<file path="src/rtl/wp_seq_pkg.sv">
package wp_seq_pkg;
  typedef enum logic [2:0] {
    ST_LOCKED,
    ST_KEY1,
    ST_KEY2,
    ST_LOAD,
    ST_PROG
  } wp_state_e;

  localparam int KEY_STEPS = 3;

  // Command sequence, in the order the gate demands it.
  function automatic logic [14:0] key_addr(input int idx);
    case (idx)
      0:       key_addr = 15'h5555;
      1:       key_addr = 15'h2AAA;
      default: key_addr = 15'h5555;
    endcase
  endfunction

  function automatic logic [7:0] key_data(input int idx);
    case (idx)
      0:       key_data = 8'hAA;
      1:       key_data = 8'h55;
      default: key_data = 8'hA0;
    endcase
  endfunction
endpackage

</file>
<file path="src/rtl/wp_key_match.sv">
module wp_key_match #(
  parameter int          ADDR_W = 15,
  parameter int          DATA_W = 8,
  parameter logic [14:0] EXP_A  = 15'h0,
  parameter logic [7:0]  EXP_D  = 8'h0
) (
  input  logic [ADDR_W-1:0] addr,
  input  logic [DATA_W-1:0] data,
  output logic              hit
);
  localparam logic [ADDR_W-1:0] A_CMP = ADDR_W'(EXP_A);
  localparam logic [DATA_W-1:0] D_CMP = DATA_W'(EXP_D);

  assign hit = (addr == A_CMP) && (data == D_CMP);
endmodule

</file>
<file path="src/rtl/wp_gap_timer.sv">
module wp_gap_timer #(
  parameter int LIMIT = 16
) (
  input  logic clk,
  input  logic rst_n,
  input  logic run,
  input  logic clear,
  output logic expire
);
  localparam int CNT_W = $clog2(LIMIT + 1);
  localparam logic [CNT_W-1:0] LAST = CNT_W'(LIMIT - 1);

  logic [CNT_W-1:0] cnt;

  assign expire = run && !clear && (cnt == LAST);

  always_ff @(posedge clk or negedge rst_n) begin
    if (!rst_n)                   cnt <= '0;
    else if (!run || clear || expire) cnt <= '0;
    else                          cnt <= cnt + 1'b1;
  end

  // the count never runs past the programmed limit.
  assert_cnt_bound_R7: assert property (@(posedge clk) disable iff (!rst_n)
    cnt < CNT_W'(LIMIT));
endmodule

</file>
<file path="src/rtl/wp_unlock_seq.sv">
module wp_unlock_seq
  import wp_seq_pkg::*;
#(
  parameter int ADDR_W      = 15,
  parameter int DATA_W      = 8,
  parameter int PAGE_BYTES  = 64,
  parameter int LOAD_WINDOW = 16,
  parameter int PROG_CYCLES = 40
) (
  input  logic              clk,
  input  logic              rst_n,
  input  logic              wr_valid,
  output logic              wr_ready,
  input  logic [ADDR_W-1:0] wr_addr,
  input  logic [DATA_W-1:0] wr_data,
  output logic              pb_we,
  output logic [ADDR_W-1:0] pb_addr,
  output logic [DATA_W-1:0] pb_data,
  output logic              pb_go,
  output logic              pb_commit_inhibit,
  output logic              busy
);
  localparam int BC_W = $clog2(PAGE_BYTES + 1);
  localparam logic [BC_W-1:0] BC_FULL = BC_W'(PAGE_BYTES - 1);

  wp_state_e            state, state_d;
  logic [KEY_STEPS-1:0] key_hit;
  logic                 accept;
  logic                 win_run, win_exp, prog_exp;
  logic                 load_byte, start_prog, set_auth, clr_auth;
  logic                 auth;
  logic [BC_W-1:0]      byte_cnt, byte_cnt_d;

  // One comparator per command step.
  for (genvar g = 0; g < KEY_STEPS; g++) begin : g_key
    wp_key_match #(
      .ADDR_W(ADDR_W),
      .DATA_W(DATA_W),
      .EXP_A (key_addr(g)),
      .EXP_D (key_data(g))
    ) u_match (
      .addr(wr_addr),
      .data(wr_data),
      .hit (key_hit[g])
    );
  end

  assign busy     = (state == ST_PROG);
  assign wr_ready = !busy;
  assign accept   = wr_valid && wr_ready;
  assign win_run  = (state == ST_KEY1) || (state == ST_KEY2) || (state == ST_LOAD);

  wp_gap_timer #(.LIMIT(LOAD_WINDOW)) u_win (
    .clk   (clk),
    .rst_n (rst_n),
    .run   (win_run),
    .clear (accept),
    .expire(win_exp)
  );

  wp_gap_timer #(.LIMIT(PROG_CYCLES)) u_prog (
    .clk   (clk),
    .rst_n (rst_n),
    .run   (busy),
    .clear (1'b0),
    .expire(prog_exp)
  );

  always_comb begin
    state_d    = state;
    load_byte  = 1'b0;
    start_prog = 1'b0;
    set_auth   = 1'b0;
    clr_auth   = 1'b0;
    unique case (state)
      ST_LOCKED: begin
        if (accept) begin
          if (key_hit[0]) begin
            state_d = ST_KEY1;
          end else begin
            // Unauthorized write: load it inhibited.
            state_d   = ST_LOAD;
            load_byte = 1'b1;
          end
        end
      end
      ST_KEY1: begin
        if (accept)       state_d = key_hit[1] ? ST_KEY2 : ST_LOCKED;
        else if (win_exp) state_d = ST_LOCKED;
      end
      ST_KEY2: begin
        if (accept) begin
          if (key_hit[2]) begin
            state_d  = ST_LOAD;
            set_auth = 1'b1;
          end else begin
            state_d = ST_LOCKED;
          end
        end else if (win_exp) begin
          state_d = ST_LOCKED;
        end
      end
      ST_LOAD: begin
        if (accept) begin
          load_byte = 1'b1;
          if (byte_cnt == BC_FULL) begin
            state_d    = ST_PROG;
            start_prog = 1'b1;
          end
        end else if (win_exp) begin
          if (byte_cnt == '0) begin
            state_d  = ST_LOCKED;
            clr_auth = 1'b1;
          end else begin
            state_d    = ST_PROG;
            start_prog = 1'b1;
          end
        end
      end
      ST_PROG: begin
        if (prog_exp) begin
          state_d  = ST_LOCKED;
          clr_auth = 1'b1;
        end
      end
      default: state_d = ST_LOCKED;
    endcase
  end

  always_comb begin
    if (load_byte)               byte_cnt_d = (state == ST_LOAD) ? byte_cnt + 1'b1 : BC_W'(1);
    else if (state_d != ST_LOAD) byte_cnt_d = '0;
    else                         byte_cnt_d = byte_cnt;
  end

  always_ff @(posedge clk or negedge rst_n) begin
    if (!rst_n) begin
      state    <= ST_LOCKED;
      byte_cnt <= '0;
      auth     <= 1'b0;
      pb_we    <= 1'b0;
      pb_go    <= 1'b0;
      pb_addr  <= '0;
      pb_data  <= '0;
    end else begin
      state    <= state_d;
      byte_cnt <= byte_cnt_d;
      pb_we    <= load_byte;
      pb_go    <= start_prog;
      if (set_auth)      auth <= 1'b1;
      else if (clr_auth) auth <= 1'b0;
      if (load_byte) begin
        pb_addr <= wr_addr;
        pb_data <= wr_data;
      end
    end
  end

  assign pb_commit_inhibit = !auth;

  // a load strobe always follows an accepted write.
  assert_we_after_accept_R2: assert property (@(posedge clk) disable iff (!rst_n)
    pb_we |-> $past(wr_valid && wr_ready));
  // a program start coincides with a busy period.
  assert_go_in_busy_R7: assert property (@(posedge clk) disable iff (!rst_n)
    pb_go |-> busy);
  // no loads once a program period is under way.
  assert_quiet_prog_R9: assert property (@(posedge clk) disable iff (!rst_n)
    (busy && $past(busy)) |-> !pb_we);
  // the inhibit decision is frozen for the program period.
  assert_inhibit_steady_R12: assert property (@(posedge clk) disable iff (!rst_n)
    (busy && $past(busy)) |-> $stable(pb_commit_inhibit));
  // leaving a program period always relocks.
  assert_relock_R10: assert property (@(posedge clk) disable iff (!rst_n)
    $fell(busy) |-> pb_commit_inhibit);
endmodule

</file>
<file path="config.mk">
export PLATFORM = sky130hd
export DESIGN_NAME = wp_unlock_seq
export DESIGN_NICKNAME = d
export VERILOG_FILES = /design/src/rtl/wp_seq_pkg.sv /design/src/rtl/wp_key_match.sv /design/src/rtl/wp_gap_timer.sv /design/src/rtl/wp_unlock_seq.sv
export SDC_FILE = /design/constraint.sdc
export NUM_CORES = 1
export LEC_CHECK = 0
export BUFFER_PORTS_ARGS = -buffer_cell sky130_fd_sc_hd__buf_4
export CAP_MARGIN = 10
export CORE_MARGIN = 8
export CORE_UTILIZATION = 40
export CTS_CLUSTER_SIZE = 14
export DETAILED_ROUTE_END_ITERATION = 8
export REMOVE_ABC_BUFFERS = 1
export SETUP_SLACK_MARGIN = 0.4
export SYNTH_ARGS = -nofsm -noshare
export SYNTH_HDL_FRONTEND = slang
export SYNTH_SLANG_ARGS = --single-unit
</file>
<file path="constraint.sdc">
create_clock -name clk -period 3.5 [get_ports clk]
set_input_delay 1.05 -clock clk [delete_from_list [all_inputs] [get_ports clk]]
set_output_delay 1.05 -clock clk [all_outputs]
set_load 0.01 [all_outputs]
</file>
Word level (Yosys, flattened, before mapping)
Index checks and enable logic that the tools add are counted.

$add $sub $neg: 3. Mux-type cells: 37. Equal/unequal tests: 13. Reduce and logical (&&, ||, !) cells: 20.

Operators with widths (count): 3-bit 2-to-1 mux (9); 7-bit 2-to-1 mux (3); 1-bit 2-to-1 mux (17); 8-bit equality test, second input constant (2); 15-bit by 14-bit equality test with 1-bit output, second input constant (1); 15-bit equality test, second input constant (1); 3-bit case mux with 5 select lines (1); 8-bit by 7-bit equality test with 1-bit output, second input constant (1); 7-bit by 1-bit adder with 7-bit output, second input constant (1); 7-bit by 6-bit equality test with 1-bit output, second input constant (1); 1-bit logical AND (7); 7-bit zero test (1); 6-bit by 1-bit adder with 6-bit output, second input constant (1); 3-bit by 2-bit equality test with 1-bit output, second input constant (2); 6-bit equality test, second input constant (1); 2-bit 2-to-1 mux (3); 6-bit 2-to-1 mux (1); 5-bit by 1-bit adder with 5-bit output, second input constant (1); 5-bit by 4-bit equality test with 1-bit output, second input constant (1); 1-bit logical OR (5); 5-bit 2-to-1 mux (1); 1-bit zero test (4); 1-bit case mux with 2 select lines (2); 2-bit nonzero test (2); 4 further kinds (4).

Bits of input ports: 26. Bits in registers: 47.

Logic depth before layout (Yosys ltp)
Word-level depth: 12. Mapped depth: 8. Depth with buffers taken out: 8.

Modules after synthesis
Synthesis repeated with hierarchy kept, for this count alone.

Cell total of the unflattened synthesis: 257. Area total of the unflattened synthesis: 2412.3 um^2.

By module, submodules not included: wp_unlock_seq (times used 1, cells an instance 183, area an instance 1662.8 um^2); wp_gap_timer (u_prog) (times used 1, cells an instance 27, area an instance 277.8 um^2); wp_gap_timer (u_win) (times used 1, cells an instance 21, area an instance 245.2 um^2); wp_key_match (g_key[1].u_match ...) (times used 2, cells an instance 9, area an instance 75.1 um^2); wp_key_match (g_key[0].u_match) (times used 1, cells an instance 8, area an instance 76.3 um^2).

Worst setup path after synthesis
Ideal clock, no wire load.

Kind: input to register. Start point: input port wr_addr[13]. End point: register pb_addr[0]. Arrival time: 2.639 ns. Path buffers: 1. Stages on the path: 6. Slack: 0.736 ns. Cells stage by stage: or4b_4 -> nor4_4 -> and4_4 -> a21oi_4 -> buf_6 -> mux2_4.

Longest elaborated chain between the ends: 5.

RTL lines: start, declared (line wp_unlock_seq.sv:14) `input logic [ADDR_W-1:0] wr_addr,`; 15-bit equality test (line wp_key_match.sv:14) `assign hit = (addr == A_CMP) && (data == D_CMP);`; 1-bit logical AND (line wp_key_match.sv:14); 1-bit 2-to-1 mux (line wp_unlock_seq.sv:78) `if (key_hit[0]) begin`; 1-bit 2-to-1 mux (line wp_unlock_seq.sv:77) `if (accept) begin`; 1-bit case mux with 2 select lines (line wp_unlock_seq.sv:75) `unique case (state)`; end signal, assigned (line wp_unlock_seq.sv:153) `pb_addr <= wr_addr;`; end, declared (line wp_unlock_seq.sv:17) `output logic [ADDR_W-1:0] pb_addr,`.

Every way passes these cells. A chain may end at the register's enable or synchronous reset.

Worst setup path in the final report
Start point: input port wr_addr[13]. End point: register byte_cnt[1].

Longest elaborated chain between the ends: 7.

RTL lines: 15-bit equality test or 15-bit by 14-bit equality test with 1-bit output (tied branches) (line wp_key_match.sv:14); 1-bit logical AND (line wp_key_match.sv:14); 2-bit 2-to-1 mux, on equally long branches (line wp_unlock_seq.sv:93, wp_unlock_seq.sv:78, wp_unlock_seq.sv:88); 3-bit 2-to-1 mux, on equally long branches (line wp_unlock_seq.sv:92, wp_unlock_seq.sv:77, wp_unlock_seq.sv:88); 3-bit case mux with 5 select lines (line wp_unlock_seq.sv:75); 3-bit by 2-bit != test with 1-bit output (line wp_unlock_seq.sv:132) `else if (state_d != ST_LOAD) byte_cnt_d = '0;`; 2-bit nonzero test (no line); end signal, assigned (line wp_unlock_seq.sv:147) `byte_cnt <= byte_cnt_d;`; end, declared (line wp_unlock_seq.sv:32) `logic [BC_W-1:0] byte_cnt, byte_cnt_d;`.

Parallel ways exist; a longest one is shown, timed or not.

==> impl_metrics.toml <==
[yosys]
netlist_top_cells_count = "dfrtp_1, nor2_1, mux2_4, inv_1, o21ai_0"
syn_avg_cell_area_sq_um = 11.3
ys.flop_type = "dfrtp_1"
ys_seq_elements = 47
synth.cell_area_sq_um = 2360
async_flop_share = 1.00
syn_inst = 210
yosysMostFrequentCell = "dfrtp_1"
synth_area_leaders = "dfrtp_1, mux2_4, nor2_1"
synth.top_cell.area_share = 0.498
synth_cell_type_count = 45
yosys_warnings = 0
synth-edff-count = 0
synth_top_area_cell = "dfrtp_1"
ys_seq_area_frac = 0.498

[timing]
setup_viol = 0
tightest_slew_ps = 1000
fmax_mhz = 362
fin_skew_ps = 10.7
slew_headroom = 0.329
finalHoldViolCount = 0
fin_crit_sh = 0.788
rsz0062_at_grt = "false"
period_minus_slack_ps = 2760
setup_ws_ps = 740
setup_tns_ps = 0
maxSlewViolCount = 0

[min_path]
holdPathStages = 1
holdPathEnd = "u_prog.cnt[0]"
worstHoldStart = "u_prog.cnt[0]"
holdCritPathClass = "reg -> reg"

[floorplanning]
fp-row-count = 28
fp.dieH_microns = 92.9
initial_core_util = 0.406
core_region_area_sq_um = 5820
die_w_microns = 92.9
io_pins = 54
die_area_sq_um = 8620

[power]
vdd_drop_max_uv = 391
p_leak_nw = 1.34
power.density_nw_per_um2 = 704

[status]
status = "finished clean"

[clock_tree]
h-tree-depth = 2
clk_pin_slew_ps = 90
clockBufferDepth = 2
clock_latency_ps = 300
cts_tree = "done"
holdBufCountCts = 0
cts-resized-gates = 0
clock_sinks = 47
cts_setup_buffers = 0
cts_buffers = 5
clock-root-buffer = "clkbuf_8"

[global_routing]
grt_use_met1 = 0.165
antenna_found_initial = 0
grt_util_all_layers = 0.126
gr-usage-met2 = 0.188
grt_pass1_vias = 1802
grt_max_degree = 48
grt-ovfl-total = 0
top_usage_layer = "met2"
use_met3 = 0.0477
grt_pass1_wl_mm = 8.78

[placed_design]
pre_cts_ws_ps = 409
dpl.hpwl_mm = 3.93
dp.cells = 332
place_congestion = 0.804
port_buffers = 53

[drt]
ant_nets = 0
drcViolationCount = 0
drt_wl_total_mm = 5.30
dr.pass1.iters = 4
vias_per_cell = 5.08
wl_per_cell_microns = 15.6
drt_iter0_markers = 64
vias = 1728

[critical_path]
crit_type = "in -> reg"
r2r_cells = 4
r2r_start = "state[2]"
crit_arrival_ps = 2970
startpoint = "wr_addr[13]"
r2r-end = "pb_data[3]"
cp.required_ps = 3710
cp_max_fo = 7
crit_path_end_kind = "flop"
start_kind = "input port"
r2r_slack_ps = 1090

[finish]
antenna_cells = 0
final_core_util = 0.504
layout-drive-gt1-share = 0.343
syn_to_final_growth_pct = 24.1
num-nets-final = 295
fin_cells = 340
n_fill_cell = 556

[run]
cap_violations = 0
-- critical path, cell delays in order --
cell,delay (ps)
buf_4,120
or4b_4,540
nor4_4,300
nand3_1,220
a21oi_1,240
o211ai_1,240
o21ai_0,250
-- cell families after synthesis --
| family | Yosys count | synth area share |
|---|---|---|
| XOR/XNOR | 6 | 0.0222 |
| adder cells (fa/ha/maj) | 5 | 0.0265 |
| AO/OA/AOI/OAI | 32 | 0.0836 |
| AND/OR/NAND/NOR | 78 | 0.195 |
| multiplexers | 23 | 0.138 |
| buffers and inverters | 19 | 0.0365 |
| flip-flops | 47 | 0.498 |
-- flip-flops by register name (all words and copies together), names as in the netlist --
register	count
auth	1
byte_cnt	7
pb_addr	15
pb_data	8
pb_go	1
pb_we	1
state	3
u_prog.cnt	6
u_win.cnt	5
-- worst max path at each step --
| stage | endpoint | slack, ps | cells after the start |
|---|---|---|---|
| floorplan | pb_addr[0] | 740 | 5 |
| global placement | byte_cnt[3] | 430 | 7 |
| detailed placement | pb_addr[14] | 410 | 6 |
| CTS | pb_addr[0] | 730 | 6 |
| global route | byte_cnt[0] | 620 | 7 |
| finish | byte_cnt[1] | 740 | 7 |
-- report_power, final --
| part | switching [mW] | internal [mW] |
|---|---|---|
| logic | 0.347 | 0.479 |
| registers | 0.120 | 0.711 |
| clock network | 0.191 | 0.215 |
-- cell type report --
cell class                      instances  area, sq um  share of cell area
Clock buffer                            5         68.8              0.0235
Clock inverter                          3         46.3              0.0158
Inverter                               13         48.8              0.0166
Multi-Input combinational cell        144         1100               0.375
Sequential cell                        47         1180               0.401
Tap cell                               75         93.8              0.0320
Timing Repair Buffer                   53          398               0.136
-- cell usage in the layout (no fill, tap or decap), drive strengths merged, types with 3 or more instances in the layout --
cell type   n
buf        53
a31oi       5
nand3      10
a21oi       7
nor4        3
ha          5
mux2       23
xnor2       3
nand4b      3
xor2        3
clkbuf      5
dfrtp      47
o21ai      13
and3        3
inv        14
nor3        6
nor2       20
nand2      12
-- stage by stage --
step	hold slack (ps)	total power [mW]	cell area, sq um
after floorplan	432	1.31	2330
after global placement	451	1.67	2820
after detailed placement	461	1.68	2820
after CTS	474	2.09	2930
after global routing	507	2.20	2930
final	466	2.06	2930
-- metal layers --
| layer | share of wire | wire length (microns) |
|---|---|---|
| met3 | 0.071 | 377 |
| met5 | 0 | 0 |
| met1 | 0.47 | 2510 |
| met2 | 0.45 | 2370 |
| met4 | 0.0072 | 38 |
(Power assumes the default switching activity.)
